[src/rtl/pause_gate_pkg.sv]
// Package: shared sizing for the pause transmit gate.
// Assumes a byte-wide interface, so one quanta (512 bit times) spans 2**6 clocks.
package pause_gate_pkg;
    localparam int QUANTA_BITS = 16;
    localparam int SLOT_SHIFT  = 6;
    localparam int COUNT_BITS  = QUANTA_BITS + SLOT_SHIFT;
endpackage

[src/rtl/pause_defer.sv]
// Module: holds a nonzero pause request while a frame is still being sent.
// Assumes clear has priority over set, and set has priority over release.
module pause_defer #(
    parameter int QW = pause_gate_pkg::QUANTA_BITS
) (
    input  logic          clk,
    input  logic          rst_n,
    input  logic          set,
    input  logic [QW-1:0] set_quanta,
    input  logic          clear,
    input  logic          release_req,
    output logic          pending,
    output logic [QW-1:0] pend_quanta
);
    logic          pend_q;
    logic [QW-1:0] quanta_q;

    // Capture, replace, or drop the deferred request.
    always_ff @(posedge clk) begin
        if (!rst_n) begin
            pend_q   <= 1'b0;
            quanta_q <= '0;
        end else if (clear) begin
            pend_q   <= 1'b0;
        end else if (set) begin
            pend_q   <= 1'b1;
            quanta_q <= set_quanta;
        end else if (release_req) begin
            pend_q   <= 1'b0;
        end
    end

    assign pending     = pend_q;
    assign pend_quanta = quanta_q;

    AST_DEFER_HOLD: assert property (@(posedge clk) disable iff (!rst_n)
        pend_q && !clear && !set && !release_req |=> pend_q && $stable(quanta_q));
endmodule

[src/rtl/pause_countdown.sv]
// Module: counts a pause down in byte clocks, quanta scaled by 2**SH.
// Assumes clear has priority over load; active is high while the count is nonzero.
module pause_countdown #(
    parameter int QW = pause_gate_pkg::QUANTA_BITS,
    parameter int SH = pause_gate_pkg::SLOT_SHIFT
) (
    input  logic          clk,
    input  logic          rst_n,
    input  logic          load,
    input  logic [QW-1:0] load_quanta,
    input  logic          clear,
    output logic          active
);
    localparam int CW = QW + SH;
    logic [CW-1:0] cnt_q;

    // Load scaled quanta, clear on resume, otherwise decrement to zero.
    always_ff @(posedge clk) begin
        if (!rst_n) begin
            cnt_q <= '0;
        end else if (clear) begin
            cnt_q <= '0;
        end else if (load) begin
            cnt_q <= {load_quanta, {SH{1'b0}}};
        end else if (cnt_q != '0) begin
            cnt_q <= cnt_q - CW'(1);
        end
    end

    assign active = (cnt_q != '0);

    AST_LOAD_SCALE: assert property (@(posedge clk) disable iff (!rst_n)
        load && !clear |=> cnt_q == {$past(load_quanta), {SH{1'b0}}});
    AST_COUNT_DOWN: assert property (@(posedge clk) disable iff (!rst_n)
        active && !load && !clear |=> cnt_q == $past(cnt_q) - CW'(1));
endmodule

[src/rtl/rx_pause_tx_gate.sv]
// Module: gates new transmit frames after a received pause request.
// Assumes pause_valid is a one-cycle pulse and tx_busy only rises while tx_allow is high.
module rx_pause_tx_gate #(
    parameter int QUANTA_W = pause_gate_pkg::QUANTA_BITS,
    parameter int SHIFT    = pause_gate_pkg::SLOT_SHIFT
) (
    input  logic                clk,
    input  logic                rst_n,
    input  logic                pause_valid,
    input  logic [QUANTA_W-1:0] pause_quanta,
    input  logic                tx_busy,
    input  logic                sof_req,
    input  logic                ignore_pause,
    output logic                tx_allow,
    output logic                paused
);
    logic                frame_active, evt, evt_zero, evt_nz;
    logic                defer_set, direct_load, release_req;
    logic                pending, cnt_load, cnt_clear, pend_clear;
    logic [QUANTA_W-1:0] pend_quanta, load_quanta;

    // Decode the pause event and route it to the defer or countdown path.
    always_comb begin
        frame_active = tx_busy | (sof_req & tx_allow);
        evt          = pause_valid & ~ignore_pause;
        evt_zero     = evt & (pause_quanta == '0);
        evt_nz       = evt & (pause_quanta != '0);
        defer_set    = evt_nz & frame_active;
        direct_load  = evt_nz & ~frame_active;
        release_req  = pending & ~frame_active & ~evt;
        cnt_clear    = ignore_pause | evt_zero;
        cnt_load     = direct_load | release_req;
        pend_clear   = ignore_pause | evt_zero | direct_load;
        load_quanta  = direct_load ? pause_quanta : pend_quanta;
    end

    pause_defer #(.QW(QUANTA_W)) u_defer (
        .clk         (clk),
        .rst_n       (rst_n),
        .set         (defer_set),
        .set_quanta  (pause_quanta),
        .clear       (pend_clear),
        .release_req (release_req),
        .pending     (pending),
        .pend_quanta (pend_quanta)
    );

    pause_countdown #(.QW(QUANTA_W), .SH(SHIFT)) u_count (
        .clk         (clk),
        .rst_n       (rst_n),
        .load        (cnt_load),
        .load_quanta (load_quanta),
        .clear       (cnt_clear),
        .active      (paused)
    );

    // Permit new frames unless a pause is deferred or counting.
    assign tx_allow = ignore_pause | ~(pending | paused);

    AST_NO_CUT: assert property (@(posedge clk) disable iff (!rst_n)
        tx_busy && !paused |=> !paused);
    AST_ZERO_RESUME: assert property (@(posedge clk) disable iff (!rst_n)
        pause_valid && !ignore_pause && pause_quanta == '0 |=> !paused && !pending);
    AST_IGNORE_HOLD: assert property (@(posedge clk) disable iff (!rst_n)
        ignore_pause |=> !paused && !pending);
    AST_DEFER_GATE: assert property (@(posedge clk) disable iff (!rst_n)
        pause_valid && !ignore_pause && pause_quanta != '0 && tx_busy |=> pending && !paused);
endmodule

[config.mk]
export PLATFORM = sky130hd
export DESIGN_NAME = rx_pause_tx_gate
export DESIGN_NICKNAME = d
export VERILOG_FILES = /design/src/rtl/pause_gate_pkg.sv /design/src/rtl/pause_defer.sv /design/src/rtl/pause_countdown.sv /design/src/rtl/rx_pause_tx_gate.sv
export SDC_FILE = /design/constraint.sdc
export NUM_CORES = 1
export LEC_CHECK = 0
export BUFFER_PORTS_ARGS = -buffer_cell sky130_fd_sc_hd__buf_2
export CELL_PAD_IN_SITES_DETAIL_PLACEMENT = 0
export CELL_PAD_IN_SITES_GLOBAL_PLACEMENT = 1
export CORE_MARGIN = 1
export CORE_UTILIZATION = 30
export CTS_BUF_LIST = sky130_fd_sc_hd__clkbuf_8
export CTS_CLUSTER_SIZE = 12
export DETAILED_ROUTE_END_ITERATION = 10
export PLACE_DENSITY_LB_ADDON = 0.1
export SLEW_MARGIN = 25
export SYNTH_ARGS = -nofsm -noshare
export SYNTH_HDL_FRONTEND = slang
export SYNTH_SLANG_ARGS = --single-unit
[constraint.sdc]
create_clock -name clk -period 4.6 [get_ports clk]
set_input_delay 0.46 -clock clk [delete_from_list [all_inputs] [get_ports clk]]
set_output_delay 0.46 -clock clk [all_outputs]
set_load 0.1 [all_outputs]
==> results of run 1 <==
flip-flops by register name, summed over array words and instances (netlist names):
register and flops:
u_defer.pend_quanta 16, u_defer.pending 1, u_count.cnt_q 22
metrics by stage:
step	worst slack, ns	std cells	util, %	area [um2]
global route	1.36	376	35.6	2460
global placement	1.86	368	34.3	2370
finish	1.65	376	35.6	2460
floorplan	1.15	256	-	2170
detailed placement	1.89	368	34.3	2370
CTS	1.56	376	35.6	2460
cell type report:
class	instances	area [um2]
Fill cell	771	4450
Multi-Input combinational cell	204	1330
Sequential cell	39	781
Timing Repair Buffer	25	130
Tap cell	96	120
Clock buffer	5	68.8
Clock inverter	3	16.3
Inverter	4	15.0
path summary, 6_finish.rpt:
path	depth (start not counted)	endpoint
setup / recovery	6	tx_allow
hold / removal	3	u_defer.pend_quanta[8]$_SDFFE_PN0P_
setup reg to reg	6	u_defer.pend_quanta[12]$_SDFFE_PN0P_
hold reg to reg	2	u_defer.pend_quanta[8]$_SDFFE_PN0P_
power by group:
part / leakage, nW / switching (mW) / internal [mW]
clock: 0.0453 / 0.129 / 0.104
sequential: 0.318 / 0.107 / 0.437
combinational: 0.536 / 0.912 / 0.531
metal layers:
| metal | part of all wire (%) | track usage, % | vias up |
|---|---|---|---|
| met5 | 0 | 0 | - |
| met4 | 0.76 | 3.64 | 0 |
| met3 | 3.0 | 3.13 | 4 |
| met2 | 45 | 26.9 | 34 |
| met1 | 51 | 24.9 | 880 |
| li1 | - | - | 969 |
synth_stat cells (3+ instances only):
master	n
clkbuf_1	4
a21boi_0	6
a2111oi_2	3
inv_1	3
xor2_1	9
nand2_1	27
nor3_4	3
nand4_1	3
nor2_1	37
a21boi_1	10
a21oi_1	12
or3_1	3
dfxtp_1	39
xnor2_1	9
nor4_1	9
nand3_1	20
o21ai_0	7
nor3_1	6
nand2b_1	3
buf_2	3
worst register-to-register path, delay by kind of cell (launching register included):
kind	cells	cell delay (ns)
simple gates	4	1.32
compound gates	2	0.77
flops	1	0.35
logic make-up after synthesis:
family / after synthesis / share of synthesized area [%]
simple gates: 128 / 31.8
compound gates: 56 / 20.9
xor+xnor: 18 / 7.26
flops: 39 / 36.0
buf+inv: 13 / 2.94
fa+ha+maj: 2 / 1.15
==> metrics.yaml, run 1 <==
setup_path:
  cp.arrival_ns: 2.49
  cp_num_buf_inv: 2
  critical_path_class: "reg -> out"
  slowest_stage: "nor3_4"
  r2r_slack_ns: 2.07
  path_cells: "nor4_2, nand3_1, nor3_4, inv_2, o21bai_1, buf_2"
  startpoint: "u_count.cnt_q[16]$_SDFFE_PP0P_"
  startpoint_type: "flip-flop"
  timing.rr.start: "u_count.cnt_q[6]$_SDFFE_PP0P_"
  endpoint_kind: "primary output"
  critPathTopFamily: "simple AND/OR/NAND/NOR gates"
  cp_max_fo: 8
  required_ns: 4.14
  max_stage_delay_ns: 0.44
routing:
  wl_per_cell_um: 15.8
  dr.pass1.iters: 4
  antenna_left: 0
  vias: 1887
  drc: 0
  wl_mm: 5.95
  drt_iter0_markers: 93
  viasPerCell: 5.02
layout:
  final_common_cell: "dfxtp_1"
  layout_common_cells: "dfxtp_1, nor2_1, nand2_1"
  antenna_cells: 0
  area_growth_pct: 13.2
  layout.nets: 303
  drive_gt1_share_pct: 18.6
clock_tree:
  cts_htree_levels: 2
  postCtsSetupBuffers: 0
  clk-insertion-delay-late_ns: 0.30
  cts_tree: "yes"
  cts.path.max_buffers: 2
  holdBufCountCts: 0
  cts.root.buffer_cell: "clkbuf_8"
  cts_made_buffers: 5
  clkTransAtPathRegs_ns: 0.08
  ctsResizeCount: 0
  cts.sink_count: 39
global_route:
  grt_overflow_total: 0
  antenna_found_initial: 0
  grt_start_max_net_pins: 18
  grt_pass1_wl_mm: 9.78
  grt_usage_pct: 17.3
  grt_pass1_vias: 1820
sta:
  slew_viol_final: 0
  period_minus_slack_ns: 2.95
  tns_ns: 0
  fin_crit_sh_pct: 64.2
  worstMarginPinSlew_ns: 0.731
  setup_viol: 0
  hold_viol_final: 0
  max_clock_freq_mhz: 339
  slew_headroom_pct: 50.9
  rsz0062_at_grt: "no"
  finalClockSkew_ns: 0.0107
  hold_ws_ns: 0.436
run_status:
  outcome: "complete, no violations"
synthesis:
  yosys.area.top_type_share_pct: 36.0
  syn-instance-count: 256
  syn-num-nets: 280
  syn_area_um2: 2170
  synth_warnings: 0
  synth_flop_cell: "dfxtp_1"
  yosysSeqAreaShare_pct: 36.0
  synth.distinct_cells: 50
  ys_seq_elements: 39
  synth_edf_count: 0
  synth_area_per_cell_um2: 8.48
  async_flop_share_pct: 0
  yosysTopAreaCell: "dfxtp_1"
  yosys-top-cells-area: "dfxtp_1, nor2_1, nand2_1"
floorplan:
  die_area_um2: 7580
  start_util_pct: 31.4
  num_io_pins: 24
  die_w_um: 87.1
  rows: 30
  die_h_um: 87.1
  coreArea_um2: 6910
job:
  cap_viol_max_count: 0
place:
  hpwl_mm: 4.53
  place.port_buffers: 23
  gp_congestion: 0.761
power_and_ir_drop:
  total_power_mw: 2.22
  leakagePower_nw: 0.900
  peakVddDrop_mv: 0.258
  power_density_nw_per_um2: 903
worst_hold_path:
  hold_path.class: "in -> reg"
  min-delay-start: "pause_quanta[8]"
Power figures use the tool's default switching activity.
==> run 2, diff against run 1 <==
clock period = 2.8 ns   (was 4.6 ns; I/O delays follow)
==> run 2 against run 1 <==
  * Via count grew 0.42%
  * Combinational power rose by 71%
  * Routed wire length about the same
  * Highest routed layer unchanged
  * Count of clock-buffer cells in the layout stayed put
  * Critical path depth stayed put
  * Critical endpoint unchanged
  * Largest power group unchanged
  * Flip-flop and latch count is the same
  * Sequential share of layout area fell by 0.43 points
  * Design area rose by 1.4%
==> metrics.yaml, run 2 (synthesized netlist as in run 1, its figures left out) <==
setup_path:
  critical_path_class: "reg -> out"
  endpoint_kind: "primary output"
  startpoint_type: "flip-flop"
  cp.arrival_ns: 2.24
  cp_max_fo: 8
  required_ns: 2.52
place:
  dp_slack_ns: 0.536
  dp.cells: 372
  place.port_buffers: 23
  hpwl_mm: 4.62
  gp_congestion: 0.771
layout:
  final_common_cell: "dfxtp_1"
  filler_cell_count: 755
  finalNonFillerCells: 380
  area_growth_pct: 14.8
  seq_area_um2: 781
  multi_input_comb_area_um2: 1330
  largest_reg_flops: 22
  drive_gt1_share_pct: 20.1
  antenna_cells: 0
  regMostFlops: "u_count.cnt_q"
  layout_common_cells: "dfxtp_1, nor2_1, nand2_1"
  layout.nets: 307
floorplan:
  die_w_um: 87.1
  num_io_pins: 24
  coreArea_um2: 6910
  rows: 30
  die_h_um: 87.1
  start_util_pct: 31.4
  die_area_um2: 7580
sta:
  max_clock_freq_mhz: 397
  tns_ns: 0
  setup_viol: 0
  fin_ws_ns: 0.278
  period_minus_slack_ns: 2.52
  slew_viol_final: 0
  finalClockSkew_ns: 0.0125
  hold_viol_final: 0
  fin_crit_sh_pct: 90.1
  rsz0062_at_grt: "no"
  slew_headroom_pct: 56.6
  worstMarginPinSlew_ns: 0.642
clock_tree:
  cts_tree: "yes"
  holdBufCountCts: 0
  cts_htree_levels: 2
  cts.path.max_buffers: 2
  cts_made_buffers: 5
  clkTransAtPathRegs_ns: 0.08
  ctsResizeCount: 0
  cts.sink_count: 39
  cts.root.buffer_cell: "clkbuf_8"
  clk-insertion-delay-late_ns: 0.29
  postCtsSetupBuffers: 0
power_and_ir_drop:
  peakVddDrop_mv: 0.453
  total_power_mw: 3.74
  power_density_nw_per_um2: 1500
  leakagePower_nw: 0.921
global_route:
  grt_pass1_vias: 1926
  grt_pass1_wl_mm: 10.2
  antenna_found_initial: 0
  grt_overflow_total: 0
  grt_usage_pct: 17.6
  grt_start_max_net_pins: 20
routing:
  dr.pass1.iters: 4
  wl_per_cell_um: 15.7
  vias: 1895
  antenna_left: 0
  wl_mm: 5.96
  drt_iter0_markers: 116
  drc: 0
  viasPerCell: 4.99
run_status:
  outcome: "complete, no violations"
job:
  cap_viol_max_count: 0
worst_hold_path:
  hold_path.class: "in -> reg"
-- run 2: area by class of cell --
cell class              instances  area share [%]
multi-input cells             204            53.4
flip-flops and latches         39            31.3
repair buffers                 29            6.43
well taps                      96            4.82
clock buffers                   5            2.76
clock inverters                 3           0.653
inverters                       4           0.603
-- run 2: path summary, 6_finish.rpt --
path | from | end | slack (ns) | cells after the start
max reg2reg | u_count.cnt_q[8]$_SDFFE_PP0P_ | u_count.cnt_q[17]$_SDFFE_PP0P_ | 0.60 | 7
min | pause_quanta[3] | u_defer.pend_quanta[3]$_SDFFE_PN0P_ | 0.25 | 3
min reg2reg | u_defer.pend_quanta[2]$_SDFFE_PN0P_ | u_defer.pend_quanta[2]$_SDFFE_PN0P_ | 0.46 | 2
max | u_count.cnt_q[16]$_SDFFE_PP0P_ | tx_allow | 0.28 | 6
-- run 2: layer usage --
metal  wire [um]  vias to the layer above  global-route usage (%)  part of all wire (%)
met3         156                        7                    3.03                   2.6
li1            -                      978                       -                     -
met2        2760                       34                    28.3                    46
met4          63                        0                    4.55                   1.1
met1        2970                      876                    24.4                    50
met5           0                        -                       0                     0
-- run 2: stage by stage --
stage / hold WS, ns / cell area, um2 / util, %
finish: 0.255 / 2490 / 36.1
global route: 0.251 / 2490 / 36.1
CTS: 0.248 / 2490 / 36.1
detailed placement: 0.451 / 2410 / 34.8
global placement: 0.447 / 2410 / 34.8
floorplan: 0.419 / 2170 / -
-- run 2: where the power goes --
part / internal, mW / leakage, nW / switching, mW / total (mW)
sequential: 0.718 / 0.318 / 0.182 / 0.900
clock: 0.171 / 0.0453 / 0.201 / 0.372
combinational: 0.923 / 0.557 / 1.54 / 2.46
total: 1.81 / 0.921 / 1.92 / 3.74
-- run 2: worst max-delay path: stages (launching register included) --
cell and delay [ns]:
dfxtp_1 0.38, nor4_2 0.42, nand3_1 0.24, nor3_4 0.25
inv_2 0.12, o21bai_2 0.11, buf_2 0.43
